==> src/rtl/bp2_pkg.sv <==
package bp2_pkg;
  // Number of write-history stages needed when the read is launched one
  // cycle early and the array is written one cycle after capture.
  localparam int HIST_DEPTH = 2;
  // Stage whose entry is committed into the array on the next edge.
  localparam int RAM_TAP    = HIST_DEPTH - 2;
endpackage

==> src/rtl/bp2_ram.sv <==
module bp2_ram #(
  parameter int DW = 16,
  parameter int AW = 8
) (
  input  logic          clk,
  input  logic          rst_n,
  input  logic          we,
  input  logic [AW-1:0] waddr,
  input  logic [DW-1:0] wdata,
  input  logic [AW-1:0] raddr,
  output logic [DW-1:0] rdata
);
  localparam int WORDS = 1 << AW;

  logic [DW-1:0] mem [WORDS];
  logic [DW-1:0] rdata_d;

  // Array write: no reset on storage, gated by the write enable.
  always_ff @(posedge clk) begin
    if (we) begin
      mem[waddr] <= wdata;
    end
  end

  // Synchronous read: returns the old content on a same-edge write.
  always_comb begin
    rdata_d = mem[raddr];
  end

  always_ff @(posedge clk or negedge rst_n) begin
    if (!rst_n) begin
      rdata <= '0;
    end else begin
      rdata <= rdata_d;
    end
  end
endmodule

==> src/rtl/bp2_hist.sv <==
module bp2_hist #(
  parameter int DW    = 16,
  parameter int AW    = 8,
  parameter int DEPTH = 2
) (
  input  logic                      clk,
  input  logic                      rst_n,
  input  logic                      in_v,
  input  logic [AW-1:0]             in_a,
  input  logic [DW-1:0]             in_d,
  output logic [DEPTH-1:0]          h_v,
  output logic [DEPTH-1:0][AW-1:0]  h_a,
  output logic [DEPTH-1:0][DW-1:0]  h_d
);
  for (genvar s = 0; s < DEPTH; s++) begin : g_stage
    logic          v_d;
    logic [AW-1:0] a_d;
    logic [DW-1:0] d_d;
    logic          v_q;
    logic [AW-1:0] a_q;
    logic [DW-1:0] d_q;

    if (s == 0) begin : g_head
      always_comb begin
        v_d = in_v;
        a_d = in_a;
        d_d = in_d;
      end
    end else begin : g_tail
      always_comb begin
        v_d = h_v[s-1];
        a_d = h_a[s-1];
        d_d = h_d[s-1];
      end
    end

    always_ff @(posedge clk or negedge rst_n) begin
      if (!rst_n) begin
        v_q <= 1'b0;
      end else begin
        v_q <= v_d;
      end
    end

    // Payload loads only when the incoming entry is valid.
    always_ff @(posedge clk) begin
      if (v_d) begin
        a_q <= a_d;
        d_q <= d_d;
      end
    end

    assign h_v[s] = v_q;
    assign h_a[s] = a_q;
    assign h_d[s] = d_q;
  end
endmodule

==> src/rtl/bp2_fwd.sv <==
module bp2_fwd #(
  parameter int DW    = 16,
  parameter int AW    = 8,
  parameter int DEPTH = 2
) (
  input  logic [AW-1:0]             addr,
  input  logic [DW-1:0]             ram_q,
  input  logic [DEPTH-1:0]          h_v,
  input  logic [DEPTH-1:0][AW-1:0]  h_a,
  input  logic [DEPTH-1:0][DW-1:0]  h_d,
  output logic [DEPTH-1:0]          pick,
  output logic [DW-1:0]             data
);
  logic [DEPTH-1:0] hit;

  for (genvar i = 0; i < DEPTH; i++) begin : g_cmp
    assign hit[i] = h_v[i] && (h_a[i] == addr);
    // Stage 0 is the newest entry; an older stage wins only if no newer hit.
    if (i == 0) begin : g_first
      assign pick[i] = hit[i];
    end else begin : g_rest
      assign pick[i] = hit[i] && !(|hit[i-1:0]);
    end
  end

  logic [DW-1:0] fwd_or;

  always_comb begin
    fwd_or = '0;
    for (int i = 0; i < DEPTH; i++) begin
      fwd_or = fwd_or | ({DW{pick[i]}} & h_d[i]);
    end
    data = (|pick) ? fwd_or : ram_q;
  end
endmodule

==> src/rtl/bp2_mem.sv <==
module bp2_mem #(
  parameter int DW = 16,
  parameter int AW = 8
) (
  input  logic          clk,
  input  logic          rst_n,
  input  logic          wr_en,
  input  logic [AW-1:0] wr_addr,
  input  logic [DW-1:0] wr_data,
  input  logic [AW-1:0] rd_addr,
  output logic [DW-1:0] rd_data
);
  import bp2_pkg::*;

  localparam int DEPTH = HIST_DEPTH;

  logic [DEPTH-1:0]         h_v;
  logic [DEPTH-1:0][AW-1:0] h_a;
  logic [DEPTH-1:0][DW-1:0] h_d;
  logic [DEPTH-1:0]         pick_vec;
  logic [DW-1:0]            ram_q;
  logic [AW-1:0]            rd_addr_q;

  bp2_hist #(.DW(DW), .AW(AW), .DEPTH(DEPTH)) i_hist (
    .clk   (clk),
    .rst_n (rst_n),
    .in_v  (wr_en),
    .in_a  (wr_addr),
    .in_d  (wr_data),
    .h_v   (h_v),
    .h_a   (h_a),
    .h_d   (h_d)
  );

  bp2_ram #(.DW(DW), .AW(AW)) i_ram (
    .clk   (clk),
    .rst_n (rst_n),
    .we    (h_v[RAM_TAP]),
    .waddr (h_a[RAM_TAP]),
    .wdata (h_d[RAM_TAP]),
    .raddr (rd_addr),
    .rdata (ram_q)
  );

  // Read address follows the early array read by one cycle for comparison.
  always_ff @(posedge clk or negedge rst_n) begin
    if (!rst_n) begin
      rd_addr_q <= '0;
    end else begin
      rd_addr_q <= rd_addr;
    end
  end

  bp2_fwd #(.DW(DW), .AW(AW), .DEPTH(DEPTH)) i_fwd (
    .addr  (rd_addr_q),
    .ram_q (ram_q),
    .h_v   (h_v),
    .h_a   (h_a),
    .h_d   (h_d),
    .pick  (pick_vec),
    .data  (rd_data)
  );
endmodule

==> config.mk <==
export PLATFORM = sky130hd
export DESIGN_NAME = bp2_mem
export DESIGN_NICKNAME = d
export VERILOG_FILES = /design/src/rtl/bp2_pkg.sv /design/src/rtl/bp2_ram.sv /design/src/rtl/bp2_hist.sv /design/src/rtl/bp2_fwd.sv /design/src/rtl/bp2_mem.sv
export SDC_FILE = /design/constraint.sdc
export NUM_CORES = 2
export LEC_CHECK = 0
export BUFFER_PORTS_ARGS = -buffer_cell sky130_fd_sc_hd__buf_2
export CAP_MARGIN = 20
export CORE_ASPECT_RATIO = 1.25
export CORE_UTILIZATION = 43
export CTS_CLUSTER_SIZE = 30
export DETAILED_ROUTE_END_ITERATION = 7
export SLEW_MARGIN = 20
export SYNTH_ARGS = -nofsm -noshare
export SYNTH_HDL_FRONTEND = slang
export SYNTH_SLANG_ARGS = --single-unit
export TNS_END_PERCENT = 5
==> constraint.sdc <==
create_clock -name clk -period 5.13 [get_ports clk]
set_clock_uncertainty 0.05 [all_clocks]
set_input_delay 0.513 -clock clk [delete_from_list [all_inputs] [get_ports clk]]
set_output_delay 0.513 -clock clk [all_outputs]
set_load 0.02 [all_outputs]
# Word-level counts from Yosys, hierarchy flattened
# Memories as Yosys holds them, arrays and structs flattened. A register that Yosys moved wholly into a read port is not among the register bits.
# Cells that the tools add are included.
# word_totals
ff_bits	58
memories	1
inputBits	35
ram_bits	4096
# memory_table
memory	words	word_bits	read_ports	rd_clocked_by_memory_dff	write_ports	line_no	text
i_ram.mem	256	16	1	1	1	bp2_ram.sv:15	logic [DW-1:0] mem [WORDS];
# classes
muxes	3
n_bitwise	3
reduce_logical	6
n_eq_ne	2
# op_table
cell	n
16-bit bitwise AND	2
8-bit equality test	2
16-bit two-way mux	1
16-bit OR	1
1-bit logical AND	3
1-bit zero test	2
1-bit two-way mux	2
2-bit OR reduction	1

# Depth between registers and ports, before layout
# depth
word_depth	7
depth_mapped	13

# Hierarchy
# From an unflattened synthesis, not the netlist that was laid out.
# unflattened
hier_cells	7520
hier_area_um2	161203.4
# by_module_without_submodules
module	instances	seq_area_each_um2	cells_per_inst	area_each_um2
bp2_ram	1	123398.3	7360	158796.0
bp2_hist	1	1491.4	52	1506.4
bp2_fwd	1	0.0	100	700.7
bp2_mem	1	200.2	8	200.2

# Least setup slack after synthesis
# OpenSTA, ideal clock, no wires.
# synth_timing
path_kind	register -> output
startpoint	register i_hist.g_stage[0].d_q[0]
endpoint	output rd_data[0]
path_stages_with_launch	3
t_arrival_ns	3.871
path_slack_ns	0.696
cell_sequence	edfxtp_1 -> nor2_1 -> a21oi_1
# synth_between
elab_chain_cells	3
# synth_lines
element	line_no	text
start: declaration	bp2_hist.sv:21	logic [DW-1:0] d_q;
start signal: assignment	bp2_hist.sv:49	d_q <= d_d;
16-bit bitwise AND	bp2_fwd.sv:31	fwd_or = fwd_or | ({DW{pick[i]}} & h_d[i]);
16-bit OR	bp2_fwd.sv:31	
16-bit two-way mux	bp2_fwd.sv:33	data = (|pick) ? fwd_or : ram_q;
end: declaration	bp2_mem.sv:11	output logic [DW-1:0] rd_data
# No other way between the ends.

# Final worst setup path
# layout_timing
startpoint	register i_hist.g_stage[0].a_q[0]
endpoint	output rd_data[1]
# layout_between
elab_chain_cells	7
word_cells_on_any_way	9
cone_classes	1 x eq/ne; 1 x mux; 3 x bitwise; 4 x reduce/logical
# layout_lines
element	line_no	text
start: declaration	bp2_hist.sv:20	logic [AW-1:0] a_q;
start signal: assignment	bp2_hist.sv:48	a_q <= a_d;
8-bit equality test (*)	bp2_fwd.sv:17	assign hit[i] = h_v[i] && (h_a[i] == addr);
1-bit logical AND (*)	bp2_fwd.sv:17	
1-bit zero test	bp2_fwd.sv:22	assign pick[i] = hit[i] && !(|hit[i-1:0]);
1-bit logical AND	bp2_fwd.sv:22	
16-bit bitwise AND	bp2_fwd.sv:31	
16-bit OR	bp2_fwd.sv:31	
16-bit two-way mux (*)	bp2_fwd.sv:33	
# Every way passes the cells marked *; elsewhere a longest branch is shown, timed or not.

==> summary by stage <==
Run status
The flow ran to the end, and the final reports show no timing, DRC or antenna violations.

Layout
Compared with the post-synthesis result, the final layout area differs by 14.05%. The final cell count without fillers is approximately 13000. The ratio of cells with drive above 1 in the final layout is between 20% and 30%. With fillers left out, the area of the finished cells amounts to approximately 180000 um^2. The number of nets in the final layout is 8178.

Floorplan
The number of placement rows is between 200 and 300. During I/O placement, the number of pins put on the boundary was 51. Measured along the y axis, the die boundary spans 685.6 um.

The area of the die is 376300 um^2. In this run the standard cell core region covers between 300000 and 400000 um^2. The die is roughly 550 um wide. The initial utilization of the core area, before any placement, comes to approximately 43%.

Detailed routing
The detailed-route via count is ~81000. The routed wirelength normalized by instance count is 33.36 um. In this run the remaining antenna-violating nets after routing total 0. The number of design-rule violations left by the first detailed-router iteration is 10250. The average vias per placed instance is 6.022. The DRC violation count after routing is 0. The detailed-router iteration count before antenna repair is 6.

The total detailed-routing wirelength is ~450000 um.

Timing
The measured slew at the worst slew-check pin is 1285 ps. Based on the critical path, the design can be clocked at up to 0.2181 GHz. Setup repair after global routing left no endpoint under its margin.

The hold violation total from the final report is 0. After routing, the total negative slack on setup checks comes to 0 ps. The number of pins with negative max-slew slack in the final report came to 0. Setup violations remaining at the end of the flow were counted as 0.

Headroom to the max-slew limit came out at a little over an eighth. The routed design could run at a clock period as short as 4585 ps. Dividing the final minimum period by the clock period gives between 80 and 90%.

Logic synthesis
The number of synthesis warnings is 0. Synthesis instantiated 57 different standard cells from the library. After synthesis the netlist holds a flip-flop and latch count of 4170. In the post-synthesis netlist, the biggest area contributors are edfxtp_1, mux4_2, mux2i_1, nor2_1, o22ai_1. Counting flops with an async set or reset pin after synthesis yields a share of less than 1%. The average size of a mapped cell is roughly 21 um^2. The post-synthesis instance total is 7538.

Synthesis produced a netlist with a net count of 7573. The count of flip-flops with a built-in enable after synthesis is a little over 4000. The share of the synthesized area in the top cell type is between 70% and 80%. Summing every instance area after synthesis gives 160800 um^2.

The biggest area consumer among synthesized cells is edfxtp_1. The proportion of synthesized chip area in sequential cells is between 70% and 80%. The primary flip-flop cell chosen by synthesis mapping is edfxtp_1.

Critical path
The worst flop-to-flop path startpoint is i_hist.g_stage[0].a_q[2]$_DFFE_PP_. The reg2reg setup slack is about 1100 ps. The cell with the largest stage delay on the worst path is edfxtp_1. The worst setup path is of the flop to primary output kind. The required time reported for the critical path endpoint is 4570 ps. For this run, the slowest stage of the critical path takes 810 ps. Walking the worst path, the cells encountered are buf_4 -> xor2_1 -> nor3_1 -> nand4_1 -> buf_4 -> nor2_1 -> a21oi_1 -> buf_2. The capture point of the worst reg-to-reg path is i_ram.mem[134][12]$_DFFE_PP_.

The sort of element at the end of the critical path is a primary output. The path depth of the worst reg2reg path is 5. The most repeated library cell on the critical path is buf_4. Data arrives at the worst endpoint at ~4000 ps.

The worst setup path is launched from a flop. The top fanout value on the critical path is 32.

Worst hold path
The path category of the worst min-delay check is input port to flop. Counting instances, the worst hold path has a depth of 2. The start point of the worst min-delay path is wr_en. The hold-critical path endpoint is i_hist.g_stage[0].v_q$_DFF_PN0_.

Clock tree
The number of buffers between clock root and the deepest sink is 4. The cell sitting at the root of the clock tree is a clkbuf_16. At the later pin of the worst-skew pair, clock insertion delay measures 1010 ps. The CTS tree is yes.

Clock tree synthesis found a total of roughly 4200 sinks. The total number of H-tree levels is 5. The clock transition at the register clock pins on the worst setup and hold paths after CTS is roughly 60 ps. In this run, CTS created clock tree buffers numbering 401.

Placed design
The placed wire-length estimate after detailed placement is around 280000 um. The cell count after placement is roughly 13000. The last weighted congestion value of the routability-driven placer is ~0.95. The placed standard-cell area is roughly 170000 um^2.

The number of input and output port buffers inserted is 50.

Global route
The maximum number of pins on one net before global-route repair is around 190. The first global-routing pass estimated around 630000 um of wire. The total grt overflow is 0.

The via count of the first global-routing pass is about 81000. The initial antenna violation count came to 17. The global-route usage over all layers is between 20% and 30%.

Power
The cell leakage power is about 58 nW. IR analysis of the VDD net gives a maximum drop of around 0.00032 V. The total power after layout is between 70 and 80 mW.

The power density over the cells is approximately 390 nW/um^2.

Job
The count of maximum capacitance violations is 0.
report_power, final:
group,internal [mW],switching [mW],leakage [nW]
Clock,16.7,12.8,6.37
Sequential,37.9,0.124,37.6
Combinational,1.27,2.83,14.3
flip-flops by register name, indices dropped and copies added, names as in the netlist:
signal	flops
i_hist.g_stage.a_q	16
i_hist.g_stage.d_q	32
i_hist.g_stage.v_q	2
i_ram.mem	4096
i_ram.rdata	16
rd_addr_q	8
layout by cell type (no fill, tap or decap), types with 25 or more instances in the layout:
master / count
edfxtp_1: 4144
mux4_2: 814
mux2i_1: 589
buf_4: 521
clkbuf_16: 405
nor2_1: 335
o22ai_1: 205
nor3_1: 166
a21oi_1: 144
o221ai_1: 138
clkbuf_1: 87
clkinv_1: 82
clkinv_2: 70
nand2_1: 67
buf_12: 64
buf_2: 45
nor4_1: 43
a22oi_1: 41
bufinv_16: 41
a221oi_1: 39
a211oi_1: 38
a22o_1: 31
nor2_2: 31
dlygate4sd3_1: 30
o21ai_0: 25
dfrtp_1: 25
synthesized netlist by cell type, drive strengths merged, types with 45 or more instances:
master  instances
edfxtp       4144
mux4          814
nor2          371
buf           267
o22ai         206
nor4           45
a21oi         144
o221ai        139
nand2          67
clkbuf        196
nor3          172
mux2i         589
worst max-delay path: cells and delay by family, from the launching register on:
kind	cells	cell delay [ps]
buffers and inverters	3	920
DFF	1	810
AOI/OAI and AO/OA	1	780
and+or+nand+nor	3	290
xor gates and xnor gates	1	190
kinds of logic (layout without fill, tap and decap cells):
group | count (synthesis) | count (layout) | synth area share, %
other | 0 | 4 | 0
and+or+nand+nor | 754 | 754 | 2.136
xor gates and xnor gates | 16 | 16 | 0.08717
muxes | 1416 | 1416 | 15.16
AOI/OAI and AO/OA | 715 | 715 | 3.116
DFF | 4170 | 4170 | 77.81
buffers and inverters | 467 | 1401 | 1.685
worst max-delay path by stage:
| stage | startpoint | end | slack (ps) | cells past startpoint |
|---|---|---|---|---|
| after global routing | i_hist.g_stage[0].a_q[0]$_DFFE_PP_ | rd_data[1] | 530 | 8 |
| after CTS | i_hist.g_stage[0].a_q[0]$_DFFE_PP_ | rd_data[1] | 610 | 8 |
| final | i_hist.g_stage[0].a_q[0]$_DFFE_PP_ | rd_data[1] | 540 | 8 |
| after detailed placement | rd_addr[1] | i_ram.rdata[11]$_DFF_PN0_ | 170 | 11 |
| after global placement | rd_addr[1] | i_ram.rdata[11]$_DFF_PN0_ | 200 | 11 |
| after floorplan | i_hist.g_stage[0].d_q[0]$_DFFE_PP_ | rd_data[0] | 700 | 2 |
timing repair:
action | 4_1_cts | 5_1_grt
gates resized for setup | 0 | 0
hold buffers | 30 | 0
setup endpoints to repair | 0 | 0
hold endpoints to repair | 55 | 0
setup buffers | 0 | 0
metrics by stage:
stage | util, % | setup WS (ps) | hold WS (ps)
after floorplan | - | 696.2 | 167.4
after global placement | 45.71 | 202.1 | 623.8
after detailed placement | 45.72 | 170.4 | 644.4
after CTS | 49.33 | 605.7 | 17.76
after global routing | 49.34 | 529.0 | 34.73
final | 49.34 | 544.7 | 39.69
routing by layer:
| layer | vias up | GRT usage (%) | part of all wire [%] |
|---|---|---|---|
| li1 | 32980 | - | - |
| met1 | 43260 | 31.02 | 38 |
| met4 | 2 | 10.83 | 5.1 |
| met2 | 3623 | 38.51 | 49 |
| met3 | 762 | 4.249 | 8.0 |
| met5 | - | 0 | 0.0029 |
layout make-up:
cell class              instances  area, um^2
diodes                          4       10.01
clock buffers                 499       10560
clock inverters               233        2545
fillers                     29660      188300
inverters                       4       27.53
multi-input cells            2901       33180
flip-flops and latches       4170      125100
well taps                    4914        6148
repair buffers                665        5782
No activity file was read; power rests on OpenSTA's default activity.
